`config.mk`:
```
export PLATFORM = sky130hd
export DESIGN_NAME = cfgport_top
export DESIGN_NICKNAME = d
export VERILOG_FILES = /design/src/rtl/cfgport_pkg.sv /design/src/rtl/sp_shift.sv /design/src/rtl/sp_frame.sv /design/src/rtl/sp_chanregs.sv /design/src/rtl/cfgport_top.sv
export SDC_FILE = /design/constraint.sdc
export NUM_CORES = 1
export LEC_CHECK = 0
export BUFFER_PORTS_ARGS = -buffer_cell sky130_fd_sc_hd__buf_4
export CORE_UTILIZATION = 53
export CTS_CLUSTER_SIZE = 20
export DETAILED_ROUTE_END_ITERATION = 10
export PLACE_DENSITY_LB_ADDON = 0.12
export SETUP_SLACK_MARGIN = 0.15
export SLEW_MARGIN = 20
export SYNTH_ARGS = -nofsm -noshare
export SYNTH_HDL_FRONTEND = slang
export SYNTH_SLANG_ARGS = --single-unit
```
`constraint.sdc`:
```
create_clock -name clk -period 1.8 [get_ports clk]
set_input_delay 0.09 -clock clk [delete_from_list [all_inputs] [get_ports clk]]
set_output_delay 0.09 -clock clk [all_outputs]
set_load 0.1 [all_outputs]
```
`src/rtl/cfgport_pkg.sv`:
```
// Package: constants and types shared by the configuration port.
// Assumes the bus byte is 8 bits and that there are exactly two channels.
package cfgport_pkg;
    localparam int BYTE_W       = 8;
    localparam int NCH          = 2;
    localparam int ACB_RSV_BIT  = 7;
    localparam int ACB_SEL_BIT  = 6;
    localparam int CTRL_IPD_BIT = 5;
    localparam int CTRL_ALR_BIT = 4;
    localparam logic [BYTE_W-1:0] CTRL_RESET = 8'h20;

    typedef enum logic [2:0] {
        POS_ACB,
        POS_CTRL,
        POS_ITS,
        POS_OTS,
        POS_DONE
    } byte_pos_t;
endpackage

```
`src/rtl/sp_shift.sv`:
```
// Serial shifter: finds rising sclk edges by comparing each sample with the
// previous one, and shifts sdi in LSB first while cs_n is low. It pulses
// byte_vld for one clock when the eighth bit lands. Assumes sclk is much
// slower than clk. Raising cs_n throws away any partial byte.
module sp_shift
    import cfgport_pkg::*;
(
    input  logic              clk,
    input  logic              rst_n,
    input  logic              sclk,
    input  logic              sdi,
    input  logic              cs_n,
    output logic              byte_vld,
    output logic [BYTE_W-1:0] byte_q
);
    localparam int CNT_W = $clog2(BYTE_W);

    logic              sclk_q;
    logic [CNT_W-1:0]  bit_cnt;
    logic [BYTE_W-1:0] shreg;
    logic              rise;

    // Rising edge of the sampled serial clock, only while selected.
    assign rise = sclk && !sclk_q && !cs_n;

    // Shift register, bit counter and byte strobe.
    always_ff @(posedge clk) begin
        if (!rst_n) begin
            sclk_q   <= 1'b0;
            bit_cnt  <= '0;
            shreg    <= '0;
            byte_vld <= 1'b0;
            byte_q   <= '0;
        end else begin
            sclk_q   <= sclk;
            byte_vld <= 1'b0;
            if (cs_n) begin
                bit_cnt <= '0;
            end else if (rise) begin
                shreg <= {sdi, shreg[BYTE_W-1:1]};
                if (bit_cnt == CNT_W'(BYTE_W-1)) begin
                    bit_cnt  <= '0;
                    byte_vld <= 1'b1;
                    byte_q   <= {sdi, shreg[BYTE_W-1:1]};
                end else begin
                    bit_cnt <= bit_cnt + 1'b1;
                end
            end
        end
    end
endmodule

```
`src/rtl/sp_frame.sv`:
```
// Byte framer: tracks the position of each byte in the open transaction,
// checks the first byte against the strap address, latches the channel
// select bit and produces the write strobes. Assumes byte_vld comes from
// sp_shift. A high cs_n closes the transaction.
module sp_frame
    import cfgport_pkg::*;
#(
    parameter int ADDR_W = 6
) (
    input  logic              clk,
    input  logic              rst_n,
    input  logic              cs_n,
    input  logic [ADDR_W-1:0] dev_addr,
    input  logic              byte_vld,
    input  logic [BYTE_W-1:0] byte_q,
    output logic              matched,
    output logic              chan_sel,
    output logic              wr_ctrl,
    output logic              wr_its,
    output logic              wr_ots
);
    byte_pos_t pos;
    logic      hit;

    // Address match: reserved bit clear and address field equal.
    assign hit = !byte_q[ACB_RSV_BIT] && (byte_q[ADDR_W-1:0] == dev_addr);

    // Position tracker and match/select latch.
    always_ff @(posedge clk) begin
        if (!rst_n) begin
            pos      <= POS_ACB;
            matched  <= 1'b0;
            chan_sel <= 1'b0;
        end else if (cs_n) begin
            pos     <= POS_ACB;
            matched <= 1'b0;
        end else if (byte_vld) begin
            unique case (pos)
                POS_ACB: begin
                    matched  <= hit;
                    chan_sel <= byte_q[ACB_SEL_BIT];
                    pos      <= POS_CTRL;
                end
                POS_CTRL: pos <= POS_ITS;
                POS_ITS:  pos <= POS_OTS;
                POS_OTS:  pos <= POS_DONE;
                default:  pos <= POS_DONE;
            endcase
        end
    end

    // Write strobes for the addressed register.
    always_comb begin
        wr_ctrl = byte_vld && matched && !cs_n && (pos == POS_CTRL);
        wr_its  = byte_vld && matched && !cs_n && (pos == POS_ITS);
        wr_ots  = byte_vld && matched && !cs_n && (pos == POS_OTS);
    end
endmodule

```
`src/rtl/sp_chanregs.sv`:
```
// Register set of one channel: the control byte plus the input and output
// time slots. The algorithm-reset bit clears itself when alg_done pulses.
// A write in the same cycle takes priority over the self-clear.
module sp_chanregs
    import cfgport_pkg::*;
#(
    parameter int SLOT_W = 6
) (
    input  logic              clk,
    input  logic              rst_n,
    input  logic              wr_ctrl,
    input  logic              wr_its,
    input  logic              wr_ots,
    input  logic [BYTE_W-1:0] din,
    input  logic              alg_done,
    output logic [BYTE_W-1:0] ctrl,
    output logic [SLOT_W-1:0] its,
    output logic [SLOT_W-1:0] ots
);
    // Control register with self-clearing algorithm-reset bit.
    always_ff @(posedge clk) begin
        if (!rst_n) begin
            ctrl <= CTRL_RESET;
        end else if (wr_ctrl) begin
            ctrl <= din;
        end else if (alg_done) begin
            ctrl[CTRL_ALR_BIT] <= 1'b0;
        end
    end

    // Time slot registers; reserved upper bits are dropped.
    always_ff @(posedge clk) begin
        if (!rst_n) begin
            its <= '0;
            ots <= '0;
        end else begin
            if (wr_its) its <= din[SLOT_W-1:0];
            if (wr_ots) ots <= din[SLOT_W-1:0];
        end
    end
endmodule

```
`src/rtl/cfgport_top.sv`:
```
// Addressed serial configuration port for a two-channel transcoder.
// It chains the shifter and the framer, and one register set per channel.
// Channel index 1 is X and index 0 is Y, the same value as the select bit.
// upd_busy is high while a matched transaction is open.
module cfgport_top
    import cfgport_pkg::*;
#(
    parameter int ADDR_W = 6,
    parameter int SLOT_W = 6
) (
    input  logic              clk,
    input  logic              rst_n,
    input  logic [ADDR_W-1:0] dev_addr,
    input  logic              sclk,
    input  logic              sdi,
    input  logic              cs_n,
    input  logic              alg_done_x,
    input  logic              alg_done_y,
    output logic [7:0]        ctrl_x,
    output logic [SLOT_W-1:0] its_x,
    output logic [SLOT_W-1:0] ots_x,
    output logic [7:0]        ctrl_y,
    output logic [SLOT_W-1:0] its_y,
    output logic [SLOT_W-1:0] ots_y,
    output logic              upd_busy
);
    logic              byte_vld;
    logic [BYTE_W-1:0] byte_q;
    logic              matched, chan_sel, wr_ctrl, wr_its, wr_ots;
    logic [NCH-1:0]    done_v;
    logic [BYTE_W-1:0] ctrl_a [NCH];
    logic [SLOT_W-1:0] its_a  [NCH];
    logic [SLOT_W-1:0] ots_a  [NCH];

    sp_shift u_shift (
        .clk(clk), .rst_n(rst_n), .sclk(sclk), .sdi(sdi), .cs_n(cs_n),
        .byte_vld(byte_vld), .byte_q(byte_q)
    );

    sp_frame #(.ADDR_W(ADDR_W)) u_frame (
        .clk(clk), .rst_n(rst_n), .cs_n(cs_n), .dev_addr(dev_addr),
        .byte_vld(byte_vld), .byte_q(byte_q), .matched(matched),
        .chan_sel(chan_sel), .wr_ctrl(wr_ctrl), .wr_its(wr_its), .wr_ots(wr_ots)
    );

    assign done_v = {alg_done_x, alg_done_y};

    for (genvar g = 0; g < NCH; g++) begin : g_ch
        logic sel;
        assign sel = (chan_sel == 1'(g));
        sp_chanregs #(.SLOT_W(SLOT_W)) u_regs (
            .clk(clk), .rst_n(rst_n),
            .wr_ctrl(wr_ctrl && sel), .wr_its(wr_its && sel), .wr_ots(wr_ots && sel),
            .din(byte_q), .alg_done(done_v[g]),
            .ctrl(ctrl_a[g]), .its(its_a[g]), .ots(ots_a[g])
        );
    end

    assign ctrl_x   = ctrl_a[1];
    assign its_x    = its_a[1];
    assign ots_x    = ots_a[1];
    assign ctrl_y   = ctrl_a[0];
    assign its_y    = its_a[0];
    assign ots_y    = ots_a[0];
    assign upd_busy = matched;
endmodule

```
### Word level (Yosys, flattened, before mapping)

Index checks and enable logic that the tools add are counted.

| storage, ports and cells | value |
|---|---|
| register bits | 66 |
| bits of input ports | 13 |
| output and inout port bits | 41 |

| cells by class | value |
|---|---|
| $add $sub $neg | 1 |
| equal/unequal tests | 5 |
| multiplexer cells | 7 |
| bitwise operators | 4 |
| reduce and logical (&&, ||, !) cells | 26 |

Operator list:

| operator | number |
|---|---|
| 1-bit logical AND | 14 |
| 3-bit case mux with 3 select lines | 1 |
| 3-bit by 2-bit == test with 1-bit output, second input constant | 2 |
| 6-bit == test | 1 |
| 3-bit AND reduction | 2 |
| 1-bit 2-to-1 mux | 5 |
| 1-bit NOT | 4 |
| 2-bit AND reduction | 2 |
| 2-bit nonzero test | 2 |
| 3-bit by 1-bit adder with 3-bit output, second input constant | 1 |
| 3-bit by 1-bit == test with 1-bit output, second input constant | 1 |
| 3-bit == test, second input constant | 1 |
| 1-bit zero test | 3 |
| 3-bit zero test | 1 |
| 3-bit 2-to-1 mux | 1 |
| 3-bit OR reduction | 1 |
| 2-bit OR reduction | 1 |

### Longest topological paths before layout

Gate-level depths: netlist (run 1).

| depth | value |
|---|---|
| depth after elaboration | 5 |
| depth in mapped cells | 6 |
| mapped depth without buffers | 5 |

### By module

A second synthesis (run 1) with hierarchy kept.

| second synthesis, totals | value |
|---|---|
| cells, all modules | 252 |
| area total of the unflattened synthesis | 2650.0 um^2 |

By module, submodules not included:

| module | times used | cells each | area an instance (um^2) | sequential area each (um^2) |
|---|---|---|---|---|
| sp_chanregs | 2 | 65 | 769.5 | 400.4 |
| sp_shift | 1 | 80 | 742.0 | 400.4 |
| sp_frame | 1 | 36 | 331.6 | 100.1 |
| cfgport_top | 1 | 6 | 37.5 | 0.0 |

### Least setup slack after synthesis (run 1)

OpenSTA, ideal clock, no wires.

| path | value |
|---|---|
| kind | reg2reg |
| from | reg u_frame.matched |
| to | reg g_ch[1].u_regs.its[0] |
| library setup time | 123 ps |
| arrival time | 1896 ps |
| required time | 1677 ps |
| path slack | -219 ps |
| stages on the path, launching flop included | 5 |
| buffers on the path | 1 |
| path through | dfxtp_1 -> nand4bb_4 -> or4_1 -> buf_6 -> mux2i_1 |

| between the ends | value |
|---|---|
| cells in the longest elaborated chain, start to end | 4 |

RTL lines:

| what | line | text |
|---|---|---|
| start, declared | sp_frame.sv:16 | `output logic matched,` |
| start signal, assigned | sp_frame.sv:40 | `matched <= hit;` |
| 1-bit logical AND (3 in series) | sp_frame.sv:55 | `wr_its = byte_vld && matched && !cs_n && (pos == POS_ITS);` |
| 1-bit logical AND | cfgport_top.sv:53 | `.wr_ctrl(wr_ctrl && sel), .wr_its(wr_its && sel), .wr_ots(wr_ots && sel),` |
| end signal, assigned | sp_chanregs.sv:37 | `if (wr_its) its <= din[SLOT_W-1:0];` |
| end, declared | sp_chanregs.sv:17 | `output logic [SLOT_W-1:0] its,` |

No other way between the ends.
A chain may end at the register's enable or synchronous reset.

### Final worst setup path (run 1)

| path | value |
|---|---|
| from | reg u_frame.chan_sel |
| to | reg g_ch[1].u_regs.its[3] |

| between the ends | value |
|---|---|
| cells in the longest elaborated chain, start to end | 1 |

RTL lines:

| what | line | text |
|---|---|---|
| start, declared | sp_frame.sv:17 | `output logic chan_sel,` |
| start signal, assigned | sp_frame.sv:41 | `chan_sel <= byte_q[ACB_SEL_BIT];` |
| 1-bit logical AND | cfgport_top.sv:53 |  |

No other way between the ends.

==> summary.md, run 1 <==
| Metric | Value |
|---|---|
| Status | complete, no violations |
| Most frequent cell after synthesis | dfxtp_1 |
| CTS tree | yes |
| Setup TNS | 0 ns |
| Max Fclk | 638 MHz |
| CP max-delay cell | or4_1 |
| Critical Path AT | 1.78 ns |
| Share of cells above drive strength 1 | 26.7% |
| Final period util | 87.1% |
| GRT Overall Usage | 23.5% |
| Pre-CTS WS | 0.250 ns |
| Post-synth EDFFs | 0 |
| #FFs+latches synth | 65 |
| Die X | 71.6 um |
| Fillers | ~350 |
| Slew @ Worst Pin | 0.442 ns |
| Min setup slack post-route | around 0.23 ns |
| Starting DRT DRC Count | 77 |
| Max cap viols | 0 |
| Worst-Skew Late Latency | 0.34 ns |
| Vias in the first global route | 1806 |
| Post-Syn Area per Cell | 10.3 um^2 |
| Delay-heaviest family, CP | simple AND/OR/NAND/NOR gates |
| Mapped Nets | 264 |
| Register area share after synthesis | 50.7% |
| # rows | 24 |
| TritonCTS Sinks | 65 |
| CTS root buffer | clkbuf_8 |
| Yosys top cell area share | 50.7% |
| Port bufs | 53 |
| Post-CTS Setup Bufs | 0 |
| Met3 wire length | 282 um |
| Met2 wire length | 2.52 mm |
| # setup viols final | 0 |
| Syn Inst Count | 249 |
| Global-route wire length before repair | 8.97 mm |
| Final hold viol count | 0 |
| Post-synth cell types | 32 |
| Worst Path Required | 2.02 ns |
| HPWL Detailed | 3.64 mm |
| Pwr dens | 850 mW/mm^2 |
| Area Overhead vs Synth | 26.8% |
| Core ar. | 0.00450 mm^2 |
| Nets | 325 |
| Non-Filler Instances | 367 |
| Cell Area, Synth | 0.00256 mm^2 |
| VDD IR max | slightly below 0.7 mV |
| GRT overflow | 0 |
| Antenna cells | 0 |
| Wirelength per Cell | 14.8 um |
| First drt pass iteration count | 4 |
| DRC | 0 |
| Clock skew | 0.00907 ns |
| Initial antenna violation count | 0 |
| WL met1 | between 2 and 3 mm |
| Period minus WS final | 1.57 ns |
| Setup crit start kind | flip-flop |
| Top Layer Used | met4 |
| Hold Crit Class | in2reg |
| Drt total wl | 5.45 mm |
| Worst-path clk slew | ~0.070 ns |
| Worst Setup End Kind | flip-flop |
| Yosys warns | 0 |
| Slew Viols, Final | 0 |
| Critical Path Fanout Max | 6 |
| Critical-path cell list | inv_1 -> or4_1 -> mux2i_1 |
| Avg Vias per Cell | around 5.3 |
| CTS Buf Count | 9 |
| Via count | 1948 |
| Synth area leaders | dfxtp_1 (51%), mux2i_1 (22%), nand2_1 (6.6%) |
| # placed instances | ~350 |
| Largest net degree at the start of global routing | 35 |
| WP buf/inv | 1 |
| Maximum root-to-sink buffer count | 2 |
| Initial Util | 56.9% |
| Slowest stage delay, CP | a little under 0.7 ns |
| Unrepaired setup endpoints after global routing | false |
| Critical path class | reg2reg |
| IO Count | 54 |
| Final ANT Viol Nets | 0 |
| Asr flop ratio synth | 0% |
| Pleak | 1.32 nW |
| Htree depth | 3 |
| Max_slew headroom | 70.1% |
| Routability Congestion | about 0.75 |
| Die area | 0.00512 mm^2 |
| Top_reg_cell synth | dfxtp_1 |
| Post-synth top cells | dfxtp_1 (65), mux2i_1 (57), nand2_1 (45), nor2_1 (24) |
| Cell taking the most area after synthesis | dfxtp_1 |
| Chip height | 71.6 um |
-- metal layers --
layer  global-route usage, %  vias up
met2                    36.3       53
met5                       0        -
li1                        -      969
met3                    6.61        9
met4                    11.8        0
met1                    30.3      917
-- cell type report --
class / count / area [um^2] / area share [%]
flip-flops and latches: 65 / 1310 / 40.1
multi-input cells: 169 / 1200 / 36.8
repair buffers: 62 / 470 / 14.5
clock buffers: 15 / 198 / 6.08
well taps: 52 / 65.1 / 2.00
inverters: 3 / 11.3 / 0.346
clock inverters: 1 / 5.00 / 0.154
-- tightest hold or removal path, cell delays in order --
cell and delay [ns]:
buf_4 0.07, nand3b_1 0.08, mux2i_1 0.06
-- flip-flops by register name, indices dropped and copies added, names as in the netlist --
| register | flops |
|---|---|
| g_ch.u_regs.ctrl | 16 |
| g_ch.u_regs.its | 12 |
| g_ch.u_regs.ots | 12 |
| u_shift.byte_q | 8 |
| u_shift.shreg | 7 |
| u_frame.pos | 3 |
| u_shift.bit_cnt | 3 |
| u_frame.chan_sel | 1 |
| u_frame.matched | 1 |
| u_shift.byte_vld | 1 |
| u_shift.sclk_q | 1 |
-- final timing paths --
path	slack, ns	cells past startpoint	to	from
setup / recovery	0.23	3	g_ch[1].u_regs.its[3]$_SDFFE_PN0P_	u_frame.chan_sel$_SDFFE_PN0P_
hold reg to reg	0.46	2	g_ch[1].u_regs.ctrl[1]$_SDFFE_PN0P_	g_ch[1].u_regs.ctrl[1]$_SDFFE_PN0P_
hold / removal	0.02	3	g_ch[0].u_regs.ctrl[4]$_SDFFE_PN0P_	alg_done_y
setup reg to reg	0.23	3	g_ch[1].u_regs.its[3]$_SDFFE_PN0P_	u_frame.chan_sel$_SDFFE_PN0P_
-- cell usage in the layout, fill, tap and decap left out, types with 2 or more instances in the layout --
cell           count
inv_1              2
and2_1             2
dlygate4sd3_1      2
nand2_1           45
clkbuf_8          12
clkbuf_1           2
dfxtp_1           64
mux2i_1           57
buf_4             60
o21ai_0            3
ha_1               2
nand2b_1           2
xnor2_1            6
nor3_2             2
nand3b_1           4
a21oi_1            4
nor3b_1            3
nand4_1            2
nor2_1            24
-- cell families after synthesis --
logic type      synth area share, %
simple gates                   19.7
flops                          50.7
mux                            22.2
buf+inv                        2.68
compound gates                 1.61
xor+xnor                       2.05
fa+ha+maj                     0.975
-- per-stage QoR --
stage               total power, mW  utilization [%]  hold slack, ns  instance area, um^2
floorplan                      1.52                -           0.212                 2570
global placement               1.56             67.2           0.316                 3030
detailed placement             1.56             67.2           0.315                 3030
CTS                            2.77             72.1          0.0119                 3250
global route                   2.83             72.2          0.0220                 3250
finish                         2.76             72.2          0.0207                 3250
-- power by group --
part	total, mW	internal [mW]	switching [mW]	leakage [nW]
Clock	1.24	0.697	0.540	0.105
Combinational	0.0865	0.0411	0.0453	0.692
Sequential	1.44	1.44	0.00249	0.525
Total	2.76	2.18	0.587	1.32
-- timing repair --
item | CTS | global route
hold buffers | 2 | 0
resized for setup | 0 | 1
endpoints found under the hold margin | 3 | 0
endpoints found under the setup margin | 0 | 1
(Power assumes the default switching activity.)
==> run 2, diff against run 1 <==
--- a/config.mk
+++ b/config.mk
@@ -6,7 +6,8 @@
 export NUM_CORES = 1
 export LEC_CHECK = 0
 export BUFFER_PORTS_ARGS = -buffer_cell sky130_fd_sc_hd__buf_4
-export CORE_UTILIZATION = 53
+export CORE_UTILIZATION = 56
+export CTS_BUF_LIST = sky130_fd_sc_hd__clkbuf_2
 export CTS_CLUSTER_SIZE = 20
 export DETAILED_ROUTE_END_ITERATION = 10
 export PLACE_DENSITY_LB_ADDON = 0.12
==> run 2 against run 1 <==
  * Global-route usage up 0.66 points
  * Hold slack better by 0.015 ns
  * Largest power group unchanged
  * Sequential power about the same
  * Wire length down 1.7%
  * Sequential share of layout area up 0.14 points
  * Non-clock buffer count up 9
  * Design area down 0.35%
  * Flip-flop and latch count unchanged
  * Clock power down 34%
  * Clock-buffer cell count down 3
  * Setup slack better by 0.033 ns
  * Fmax up 2.1%
==> summary.md, run 2 (synthesized netlist as in run 1, its figures left out) <==
| Metric | Value |
|---|---|
| Status | complete, no violations |
| Worst-Skew Late Latency | around 0.48 ns |
| Period minus WS final | 1.54 ns |
| WP buf/inv | 0 |
| Starting DRT DRC Count | 98 |
| Total power | 2.36 mW |
| Vias in the first global route | 1902 |
| Most frequent cells in the layout | dfxtp_1 (64), buf_4 (61), mux2i_1 (57), nand2_1 (45), nor2_1 (24) |
| Delay-heaviest family, CP | simple AND/OR/NAND/NOR gates |
| Die area | 0.00485 mm^2 |
| First drt pass iteration count | 4 |
| IO Count | 54 |
| Share of cells above drive strength 1 | 26.9% |
| GRT Overall Usage | 24.1% |
| Htree depth | 3 |
| # setup viols final | 0 |
| CTS tree | yes |
| CTS Buf Count | 9 |
| DRC | 0 |
| Final period util | 85.3% |
| Global-route wire length before repair | 9.05 mm |
| CP max-delay cell | or4b_2 |
| Critical-path cell list | or4b_2 -> o21ai_0 -> a21oi_1 |
| TritonCTS Sinks | 65 |
| Maximum root-to-sink buffer count | 2 |
| Max_slew headroom | 66.7% |
| Slew Viols, Final | 0 |
| Core ar. | 0.00438 mm^2 |
| Slowest stage delay, CP | 0.71 ns |
| Chip height | about 70 um |
| Area Overhead vs Synth | 26.4% |
| Max cap viols | 0 |
| HPWL Detailed | 3.59 mm |
| Max Fclk | 651 MHz |
| Worst-path clk slew | between 0.15 and 0.2 ns |
| Slew @ Worst Pin | approximately 0.49 ns |
| Largest net degree at the start of global routing | 39 |
| Final hold viol count | 0 |
| CTS root buffer | clkbuf_2 |
| Most common cell after layout, fill and taps aside | dfxtp_1 |
| Hold Crit Class | in2reg |
| Critical Path Fanout Max | 10 |
| # rows | 24 |
| Clock skew | 0.0179 ns |
| Post-CTS Setup Bufs | 0 |
| Final ANT Viol Nets | 0 |
| Biggest register | g_ch.u_regs.ctrl |
| Critical Path AT | between 1.5 and 2 ns |
| Dpl cell area | between 0.003 and 0.004 mm^2 |
| Number of flip-flops in the largest register | 16 |
| Die X | approximately 70 um |
| Critical path class | reg2reg |
| Drt total wl | 5.36 mm |
| Avg Vias per Cell | 5.26 |
| Worst Path Required | 2.17 ns |
| Wirelength per Cell | approximately 14 um |
| Hold slack | 0.0361 ns |
| GRT overflow | 0 |
| Via count | 1979 |
| Setup crit start kind | flip-flop |
| Initial Util | 58.5% |
| Worst Setup End Kind | flip-flop |
| Biggest regs | g_ch.u_regs.ctrl (16), g_ch.u_regs.its (12), g_ch.u_regs.ots (12) |
| Setup TNS | 0 ns |
| Pwr dens | between 700 and 800 mW/mm^2 |
| VDD IR max | around 0.48 mV |
| Pleak | 1.33 nW |
| Unrepaired setup endpoints after global routing | false |
| Cell area after layout | 0.00324 mm^2 |
| Port bufs | between 50 and 60 |
| Layout Utilization | 73.9% |
| Initial antenna violation count | 0 |
| Antenna cells | 0 |
| Routability Congestion | 0.804 |
| Nets | approximately 330 |
run 2: final timing paths:
kind,to,slack [ns],cells after the start,startpoint
max,u_frame.chan_sel$_SDFFE_PN0P_,0.26,3,u_frame.pos[0]$_SDFFE_PP0P_
max reg2reg,u_frame.chan_sel$_SDFFE_PN0P_,0.26,3,u_frame.pos[0]$_SDFFE_PP0P_
min,g_ch[0].u_regs.ots[3]$_SDFFE_PN0P_,0.04,3,rst_n
min reg2reg,g_ch[1].u_regs.ots[2]$_SDFFE_PN0P_,0.47,2,g_ch[1].u_regs.ots[2]$_SDFFE_PN0P_
run 2: routing by layer:
| layer | track usage (%) | share of wire [%] |
|---|---|---|
| met1 | 30.0 | 48 |
| met2 | 38.8 | 46 |
| met3 | 5.09 | 3.6 |
| met4 | 13.8 | 2.2 |
| met5 | 0 | 0 |
run 2: power breakdown:
group	switching (mW)	internal, mW	total (mW)	leakage (nW)
Combinational	0.0486	0.0512	0.0999	0.730
Clock	0.487	0.331	0.818	0.0734
Sequential	0.00277	1.44	1.44	0.525
run 2: worst min-delay path: cells and delay by family:
family / cells / cell delay (ns)
buf+inv: 1 / 0.23
simple gates: 1 / 0.11
mux: 1 / 0.05
run 2: stage by stage:
| step | instances | setup WS [ns] |
|---|---|---|
| after floorplan | 249 | 0.284 |
| after detailed placement | 350 | 0.241 |
| after global routing | 376 | 0.200 |
| after global placement | 350 | 0.284 |
| after CTS | 376 | 0.227 |
| final | 376 | 0.265 |
run 2: layout make-up:
type | count | area [um^2]
clock buffers | 12 | 60.1
clock inverters | 4 | 43.8
fillers | 326 | 1140
inverters | 3 | 11.3
multi-input cells | 169 | 1200
flip-flops and latches | 65 | 1310
well taps | 52 | 65.1
repair buffers | 71 | 558
run 2: what timing repair did:
| action | in CTS | in global routing |
|---|---|---|
| gates resized for setup | 0 | 1 |
| hold endpoints to repair | 7 | 0 |
| hold buffers | 10 | 0 |
| setup endpoints to repair | 0 | 3 |
